<file path="src/rtl/pmcam_pkg.sv">
// Shared operation codes for the priority-match CAM.
// Assumes a 3-bit operation field at the top-level port.
package pmcam_pkg;
    typedef enum logic [2:0] {
        OP_NOP    = 3'd0,
        OP_CMP    = 3'd1,
        OP_WR_AT  = 3'd2,
        OP_RD_AT  = 3'd3,
        OP_WR_NF  = 3'd4,
        OP_RD_HPM = 3'd5,
        OP_WR_HPM = 3'd6,
        OP_INVAL  = 3'd7
    } cam_op_e;
endpackage

</file>
<file path="src/rtl/pmcam_first_set.sv">
// Lowest-index set-bit finder.
// Reports whether any bit of vec is set and the index of the lowest one.
// Assumes IW is wide enough to hold N-1.
module pmcam_first_set #(
    parameter int N  = 16,
    parameter int IW = 4
) (
    input  logic [N-1:0]  vec,
    output logic          found,
    output logic [IW-1:0] idx
);
    // Scan from the top down so the lowest set bit is written last.
    always_comb begin
        found = |vec;
        idx   = '0;
        for (int i = N - 1; i >= 0; i--) begin
            if (vec[i]) idx = IW'(i);
        end
    end
endmodule

</file>
<file path="src/rtl/pmcam_store.sv">
// Entry storage with a per-entry valid bit and a parallel equality search.
// One write or one clear per cycle. The read port is combinational.
// Assumes the caller never asserts wr_en and clr_en together.
module pmcam_store #(
    parameter int DEPTH = 16,
    parameter int WIDTH = 64,
    parameter int IW    = 4
) (
    input  logic             clk,
    input  logic             rst_n,
    input  logic             wr_en,
    input  logic [IW-1:0]    wr_idx,
    input  logic [WIDTH-1:0] wr_data,
    input  logic             clr_en,
    input  logic [IW-1:0]    clr_idx,
    input  logic [WIDTH-1:0] key,
    input  logic [IW-1:0]    rd_idx,
    output logic [WIDTH-1:0] rd_word,
    output logic [DEPTH-1:0] hit_vec,
    output logic [DEPTH-1:0] valid_vec
);
    logic [WIDTH-1:0] mem [DEPTH];

    for (genvar g = 0; g < DEPTH; g++) begin : g_entry
        // Update one entry's word and valid bit.
        always_ff @(posedge clk) begin
            if (!rst_n) begin
                mem[g]       <= '0;
                valid_vec[g] <= 1'b0;
            end else if (wr_en && wr_idx == IW'(g)) begin
                mem[g]       <= wr_data;
                valid_vec[g] <= 1'b1;
            end else if (clr_en && clr_idx == IW'(g)) begin
                valid_vec[g] <= 1'b0;
            end
        end

        // Compare this entry against the key. Empty entries never hit.
        assign hit_vec[g] = valid_vec[g] && (mem[g] == key);
    end

    // Select the addressed word for reading.
    assign rd_word = mem[rd_idx];
endmodule

</file>
<file path="src/rtl/pmcam_top.sv">
// Priority-match CAM top level.
// Decodes one operation per strobed cycle. Keeps the match result of the
// last compare and registers an active address for every operation.
// Assumes DEPTH is a power of two, at least 2, and AA_W >= $clog2(DEPTH).
module pmcam_top #(
    parameter int DEPTH = 16,
    parameter int WIDTH = 64,
    parameter int AA_W  = 13,
    localparam int IW   = $clog2(DEPTH)
) (
    input  logic             clk,
    input  logic             rst_n,
    input  logic             cyc_go,
    input  logic [2:0]       op,
    input  logic [IW-1:0]    addr,
    input  logic [WIDTH-1:0] din,
    input  logic             aa_oe_n,
    output logic [AA_W-1:0]  aa_bus,
    output logic             aa_drive,
    output logic [WIDTH-1:0] rdata,
    output logic             match_flag,
    output logic             multi_flag,
    output logic             full
);
    import pmcam_pkg::*;

    localparam logic [AA_W-1:0] AA_MISS = '1;

    cam_op_e          op_e;
    logic             wr_en, clr_en;
    logic [IW-1:0]    wr_idx, rd_idx;
    logic [WIDTH-1:0] rd_word;
    logic [DEPTH-1:0] hit_vec, valid_vec;
    logic             cmp_found, nf_found, cmp_multi;
    logic [IW-1:0]    cmp_idx, nf_idx;
    logic             hit_q, multi_q;
    logic [IW-1:0]    hit_idx_q;
    logic [AA_W-1:0]  aa_q;
    logic [WIDTH-1:0] rdata_q;

    assign op_e = cam_op_e'(op);

    pmcam_store #(.DEPTH(DEPTH), .WIDTH(WIDTH), .IW(IW)) u_store (
        .clk      (clk),
        .rst_n    (rst_n),
        .wr_en    (wr_en),
        .wr_idx   (wr_idx),
        .wr_data  (din),
        .clr_en   (clr_en),
        .clr_idx  (addr),
        .key      (din),
        .rd_idx   (rd_idx),
        .rd_word  (rd_word),
        .hit_vec  (hit_vec),
        .valid_vec(valid_vec)
    );

    pmcam_first_set #(.N(DEPTH), .IW(IW)) u_match_pe (
        .vec  (hit_vec),
        .found(cmp_found),
        .idx  (cmp_idx)
    );

    pmcam_first_set #(.N(DEPTH), .IW(IW)) u_free_pe (
        .vec  (~valid_vec),
        .found(nf_found),
        .idx  (nf_idx)
    );

    // Two or more hits exist when clearing the lowest hit leaves a bit set.
    assign cmp_multi = |(hit_vec & (hit_vec - DEPTH'(1)));
    assign full      = !nf_found;

    // Decode write, clear and read-index controls for this cycle.
    always_comb begin
        wr_en  = 1'b0;
        clr_en = 1'b0;
        wr_idx = addr;
        rd_idx = (op_e == OP_RD_HPM) ? hit_idx_q : addr;
        if (cyc_go) begin
            unique case (op_e)
                OP_WR_AT:  wr_en = 1'b1;
                OP_WR_NF:  begin
                    wr_en  = nf_found;
                    wr_idx = nf_idx;
                end
                OP_WR_HPM: begin
                    wr_en  = hit_q;
                    wr_idx = hit_idx_q;
                end
                OP_INVAL:  clr_en = 1'b1;
                default:   ;
            endcase
        end
    end

    // Register the active address, read data and compare result per op.
    always_ff @(posedge clk) begin
        if (!rst_n) begin
            aa_q      <= '0;
            rdata_q   <= '0;
            hit_q     <= 1'b0;
            multi_q   <= 1'b0;
            hit_idx_q <= '0;
        end else if (cyc_go) begin
            unique case (op_e)
                OP_CMP: begin
                    hit_q     <= cmp_found;
                    multi_q   <= cmp_multi;
                    hit_idx_q <= cmp_idx;
                    aa_q      <= cmp_found ? AA_W'(cmp_idx) : AA_MISS;
                end
                OP_WR_AT, OP_INVAL: aa_q <= AA_W'(addr);
                OP_RD_AT: begin
                    aa_q    <= AA_W'(addr);
                    rdata_q <= rd_word;
                end
                OP_WR_NF:  aa_q <= nf_found ? AA_W'(nf_idx) : AA_MISS;
                OP_WR_HPM: aa_q <= hit_q ? AA_W'(hit_idx_q) : AA_MISS;
                OP_RD_HPM: begin
                    aa_q <= hit_q ? AA_W'(hit_idx_q) : AA_MISS;
                    if (hit_q) rdata_q <= rd_word;
                end
                default: ;
            endcase
        end
    end

    // Gate the active-address bus with its output enable.
    assign aa_bus     = aa_oe_n ? '0 : aa_q;
    assign aa_drive   = !aa_oe_n;
    assign rdata      = rdata_q;
    assign match_flag = hit_q;
    assign multi_flag = multi_q;
endmodule

</file>
<file path="config.mk">
export PLATFORM = sky130hd
export DESIGN_NAME = pmcam_top
export DESIGN_NICKNAME = d
export VERILOG_FILES = /design/src/rtl/pmcam_pkg.sv /design/src/rtl/pmcam_first_set.sv /design/src/rtl/pmcam_store.sv /design/src/rtl/pmcam_top.sv
export SDC_FILE = /design/constraint.sdc
export NUM_CORES = 2
export LEC_CHECK = 0
export BUFFER_PORTS_ARGS = -buffer_cell sky130_fd_sc_hd__clkbuf_2
export CORE_MARGIN = 2
export CORE_UTILIZATION = 40
export CTS_CLUSTER_DIAMETER = 200
export DETAILED_ROUTE_END_ITERATION = 6
export GPL_TIMING_DRIVEN = 1
export PLACE_DENSITY = 0.55
export RECOVER_POWER = 25
export SYNTH_ARGS = -nofsm -noshare
export SYNTH_HDL_FRONTEND = slang
export SYNTH_SLANG_ARGS = --single-unit
</file>
<file path="constraint.sdc">
create_clock -name clk -period 22.2 [get_ports clk]
set_clock_uncertainty 0.15 [all_clocks]
set_input_delay 3.33 -clock clk [delete_from_list [all_inputs] [get_ports clk]]
set_output_delay 3.33 -clock clk [all_outputs]
set_load 0.02 [all_outputs]
</file>
# After elaboration in Yosys (flattened, before gate mapping)
# Memory sizes are Yosys's and may differ from the RTL's.
# Index checks and enable logic that the tools add are counted.
[totals]
regBits = 99
mem_bits_rw = 1024
inputBits = 75
output_inout_bits = 81
elab_cells = 316
n_memories = 1
[op_classes]
addsub = 1
eq_ne = 54
mux = 143
n_bitwise = 18
reduce_logical = 78
[mem_list]
columns = ["name", "words", "width", "rd", "rd_clocked_by_memory_dff", "write_ports", "line_no", "source"]
rows = [
  ["u_store.mem", 16, 64, 17, 0, 16, "pmcam_store.sv:22", "logic [WIDTH-1:0] mem [DEPTH];"],
]
[op_table]
columns = ["op", "n"]
rows = [
  ["$mux 64", 17],
  ["$eq 64x64->1", 16],
  ["$mux 4", 34],
  ["$pmux 64 s2", 1],
  ["$mux 1", 84],
  ["$eq 4x4->1 const B", 16],
  ["$mux 13", 4],
  ["$pmux 13 s4", 1],
  ["$logic_and 1x1->1", 48],
  ["$reduce_or 16->1", 3],
  ["$reduce_bool 2->1", 17],
  ["$eq 4x3->1 const B", 8],
  ["$and 16x16->16", 1],
  ["$eq 4x2->1 const B", 4],
  ["$not 16->16", 1],
  ["$or 1x1->1", 16],
  ["$sub 16x1->16 const B", 1],
  ["$eq 3x3->1 const B", 4],
  ["$eq 4x1->1 const B", 2],
  ["$logic_not 4->1", 2],
  ["$pmux 4 s2", 1],
  ["$eq 3x2->1 const B", 2],
  ["$reduce_and 2->1", 2],
  ["$reduce_bool 4->1", 1],
  ["7 further kinds", 8],
]

# Logic depth before layout (Yosys ltp)
[depth]
ltp_word = 25
depth_mapped = 14
mapped_depth_nobuf = 11

# By module
# From an unflattened synthesis, not the netlist that was laid out.
[unflattened]
cells_unflattened = 4753
hier_area_um2 = 62108.3
[by_module_without_submodules]
columns = ["module", "n_inst", "cells_each", "area_per_inst_um2", "seq_area_each_um2"]
rows = [
  ["pmcam_store", 1, 4326, 58268.4, 31069.8],
  ["pmcam_top", 1, 359, 3487.1, 1501.4],
  ["pmcam_first_set", 2, 34, 176.4, 0.0],
]

# Worst setup path after synthesis
# OpenSTA, ideal clock, no wires.
[synth_timing]
path_kind = "input-to-reg"
startpoint = "input port op[1]"
endpoint = "memory u_store.mem[4][0] (enable)"
setup_ns = 0.574
arrival_ns = 9.169
required_time_ns = 21.476
slack_ns = 12.306
cell_stages = 12
path_buffers = 3
path_cell_list = "clkbuf_1 > inv_1 > nand2_1 > nor4_1 > a21oi_1 > nor2_1 > a21oi_1 > nor2b_1 > nand2b_1 > clkbuf_1 > clkbuf_1 > o21ai_0"
[synth_rtl]
columns = ["element", "line_no", "source"]
rows = [
  ["start, declared", "pmcam_top.sv:14", "input logic [2:0] op,"],
  ["end, declared", "pmcam_store.sv:22", ""],
]

# Final worst setup path
[layout_timing]
startpoint = "input port op[1]"
endpoint = "register u_store.valid_vec[7]"
[layout_via]
elab_chain_cells = 6
word_cells_on_any_way = 15
classes_between = "eq/ne (5); mux (7); reduce/logical (3)"
[layout_rtl]
columns = ["element", "line_no", "source"]
rows = [
  ["$eq 3x3->1", "pmcam_top.sv:81", "unique case (op_e)"],
  ["$pmux 4 s2", "pmcam_top.sv:81", ""],
  ["$mux 4", "pmcam_top.sv:80", "if (cyc_go) begin"],
  ["$eq 4x3->1", "pmcam_store.sv:30", "end else if (wr_en && wr_idx == IW'(g)) begin"],
  ["$logic_and 1x1->1", "pmcam_store.sv:30", ""],
  ["$mux 1 or $reduce_bool 2->1 (tied branches)", "--", ""],
  ["end signal, assigned by index", "pmcam_store.sv:29", "valid_vec[g] <= 1'b0;"],
  ["end signal, assigned by index", "pmcam_store.sv:32", "valid_vec[g] <= 1'b1;"],
  ["end signal, assigned by index", "pmcam_store.sv:34", "valid_vec[g] <= 1'b0;"],
  ["end, declared", "pmcam_store.sv:20", "output logic [DEPTH-1:0] valid_vec"],
]
# Several ways; a longest one is shown, not always the timed one.
# A chain may end at the register's enable or synchronous reset.

==> flow_summary.toml <==
[global_routing]
grt_overflow = 0
track_usage = 0.462
antenna_found_initial = 39
grt_pass1_vias = 49200
grt_max_degree = 152
grt_pass1_wl_um = 482000

[worst_setup_path]
cp-start-kind = "primary input"
crit_arrival_ns = 13.73
reg2reg_slack_ns = 10.32
worstPathMaxFanout = 150
crit_required_ns = 22.39
path_class = "primary input to register"
cp-end-kind = "register"

[clock_tree]
cts_resized = 0
cts_root_buffer = "clkbuf_16"
clock_latency_ns = 0.79
cts_hold_buf = 0
cts_tree = "yes"
cts_buffers = 135
clock_sinks = 1115
htree_levels = 4
path_clk_slew_ns = 0.06
clk_path_buf_depth = 3
cts_setup_buffers = 0

[placed_design]
port_buffers = 155
dpl_cell_area_um2 = 64700
detailed_place_hpwl_um = 264000
place_congestion = 1.08

[die]
initial_core_util = 0.403
die_area_um2 = 158000
placementRows = 144
die_width_um = 398
die_h_um = 398
core_area_um2 = 154000
ios = 156

[route]
drtAntennaViolNets = 0
drtIter0Drc = 10100
drtPass1Iterations = 7
wl_per_cell_um = 49.6
route.vias.total = 53800
avgViaCountPerCell = 7.21
wl_um = 370000
route.detailed.drc = 6

[sta]
clock.fmax_mhz = 73.9
fin_setup_tns_ns = 0
finalCriticalPeriod_ns = 13.54
final-hold-violation-count = 0
worst_slew_pin_slew_ns = 8.99
relSlewSlack = -5.00
rsz0062_at_grt = "false"
setup_viol = 0
period_share = 0.610
slew_violations = 1181

[flow_run]
max_cap_viol_count = 26

[pwr]
p_per_area_nw_per_um2 = 81.3
p_total_mw = 5.61
leakagePower_nw = 22.0
max-vdd-ir-drop_v = 0.0000682

[synthesis]
yosysTopAreaCell = "edfxtp_1"
synth_cell_types = 74
synth_area_um2 = 62000
synth.avg_cell_area_um2 = 11.5
syn_inst = 5393
ys_ff_latch = 1115
yosysWarnings = 0
ys_seq_area_frac = 0.525
synth_nets = 5468
ys_async_sr_fraction = 0
netlist.area_leader.share = 0.496
synth_edf_count = 1024
synth-main-ff-cell = "edfxtp_1"
netlist_top_cells_area = "edfxtp_1 (50%), mux4_2 (9.3%), nor3_1 (7.8%)"

[hold_path]
min_path_type = "register to register"

[final_layout]
drive_above_1_share = 0.141
multiInputGateArea_um2 = 26900
mostFrequentLayoutCells = "edfxtp_1 (1,024), nor3_1 (964), xnor2_1 (498)"
fillCellCount = 14500
final_nets = 5359
syn_to_final_growth_pct = 11.3
final_common_cell = "edfxtp_1"
final_area_um2 = 69000
seq_area_um2 = 32600

[outcome]
violations = "DRC, capacitance limit, slew limit"
outcome = "complete, but fails checks"
[metal layers]
layer | vias up | global-route usage | routed length, µm
li1 | 19900 | - | -
met5 | - | 0 | 85
met4 | 14 | 0.412 | 41900
met1 | 27500 | 0.573 | 127000
met3 | 1181 | 0.134 | 48100
met2 | 5110 | 0.651 | 153000
[where the power goes]
group	leakage [nW]	switching [mW]	internal [mW]	total, mW
Clock	2.17	0.962	1.35	2.31
Combinational	8.38	0.637	0.213	0.850
Sequential	11.4	0.0851	2.36	2.45
Total	22.0	1.68	3.93	5.61
[cells in the mapped netlist (4+ instances only)]
| master | number |
|---|---|
| edfxtp_1 | 1024 |
| o21ai_1 | 7 |
| nor2_1 | 50 |
| nand4_1 | 147 |
| a21oi_1 | 20 |
| o2111ai_1 | 37 |
| a222oi_1 | 6 |
| o2bb2ai_1 | 41 |
| nor4_1 | 115 |
| clkinv_1 | 4 |
| clkbuf_1 | 420 |
| a31oi_1 | 6 |
| a2111oi_0 | 10 |
| buf_4 | 21 |
| nor3_1 | 964 |
| mux4_2 | 256 |
| or3_1 | 4 |
| nor2b_1 | 55 |
| o221ai_1 | 19 |
| mux2i_1 | 5 |
| xnor2_1 | 502 |
| o22ai_1 | 45 |
| buf_2 | 126 |
| a22o_1 | 17 |
| nand3_1 | 220 |
| o211ai_1 | 20 |
| a21boi_1 | 71 |
| a2bb2oi_1 | 4 |
| a221o_1 | 17 |
| inv_1 | 77 |
| nand2b_1 | 118 |
| xor2_1 | 244 |
| a221oi_1 | 10 |
| dfxtp_1 | 91 |
| a2111o_1 | 7 |
| o21ai_0 | 48 |
| a22oi_1 | 9 |
| nand2_1 | 368 |
| buf_1 | 14 |
| inv_2 | 26 |
| o311ai_0 | 4 |
| and4_1 | 7 |
| and2_1 | 92 |
[worst max-delay path, cell delays in order]
cell and delay (ns):
clkbuf_1 0.29, inv_1 0.18, nand2_1 0.09, nor2_1 0.23, a32oi_1 0.16, o21ai_0 0.49
nand2b_1 2.06, clkbuf_1 6.22, o21ai_0 0.60
[cell type report]
cell class                 count  area share
sequential                  1115       0.472
multi-input combinational   3588       0.390
clock buffer                 195      0.0560
tap                         2044      0.0371
timing repair buffer         337      0.0294
clock inverter                52     0.00868
inverter                     107     0.00582
antenna                       24    0.000870
[stage by stage]
| stage | setup WS, ns | hold slack (ns) | instances | utilization |
|---|---|---|---|---|
| finish | 8.66 | 0.301 | 7462 | 0.448 |
| global route | 7.99 | 0.322 | 7438 | 0.448 |
| CTS | 14.36 | 0.304 | 7437 | 0.449 |
| detailed placement | 13.53 | 0.296 | 7190 | 0.420 |
| global placement | 13.53 | 0.296 | 7190 | 0.420 |
| floorplan | 12.31 | 0.294 | 5393 | - |
[final timing paths]
path,from,to,depth (start not counted)
min reg2reg,rdata[42]$_SDFFE_PN0P_,rdata[42]$_SDFFE_PN0P_,2
min,rdata[42]$_SDFFE_PN0P_,rdata[42]$_SDFFE_PN0P_,2
max,op[1],u_store.valid_vec[7]$_SDFFE_PN0P_,9
max reg2reg,u_store.valid_vec[12]$_SDFFE_PN0P_,u_store.valid_vec[7]$_SDFFE_PN0P_,9
[state kept, by name (all words and copies together), names as in the netlist]
signal             flops
match_flag             1
rdata                 64
aa_q                   5
hit_idx_q              4
multi_flag             1
u_store.mem         1024
u_store.valid_vec     16
[cell families (layout without fill, tap and decap cells)]
family | count (synthesis) | after routing | share of synthesized area
xor gates and xnor gates | 746 | 746 | 0.105
and+or+nand+nor | 2161 | 2161 | 0.178
DFF | 1115 | 1115 | 0.525
adders and majority gates | 1 | 1 | 0.000161
muxes | 263 | 263 | 0.0941
other | 0 | 24 | 0
AOI/OAI and AO/OA | 417 | 417 | 0.0509
buffers and inverters | 690 | 691 | 0.0458
Power figures use the tool's default switching activity.
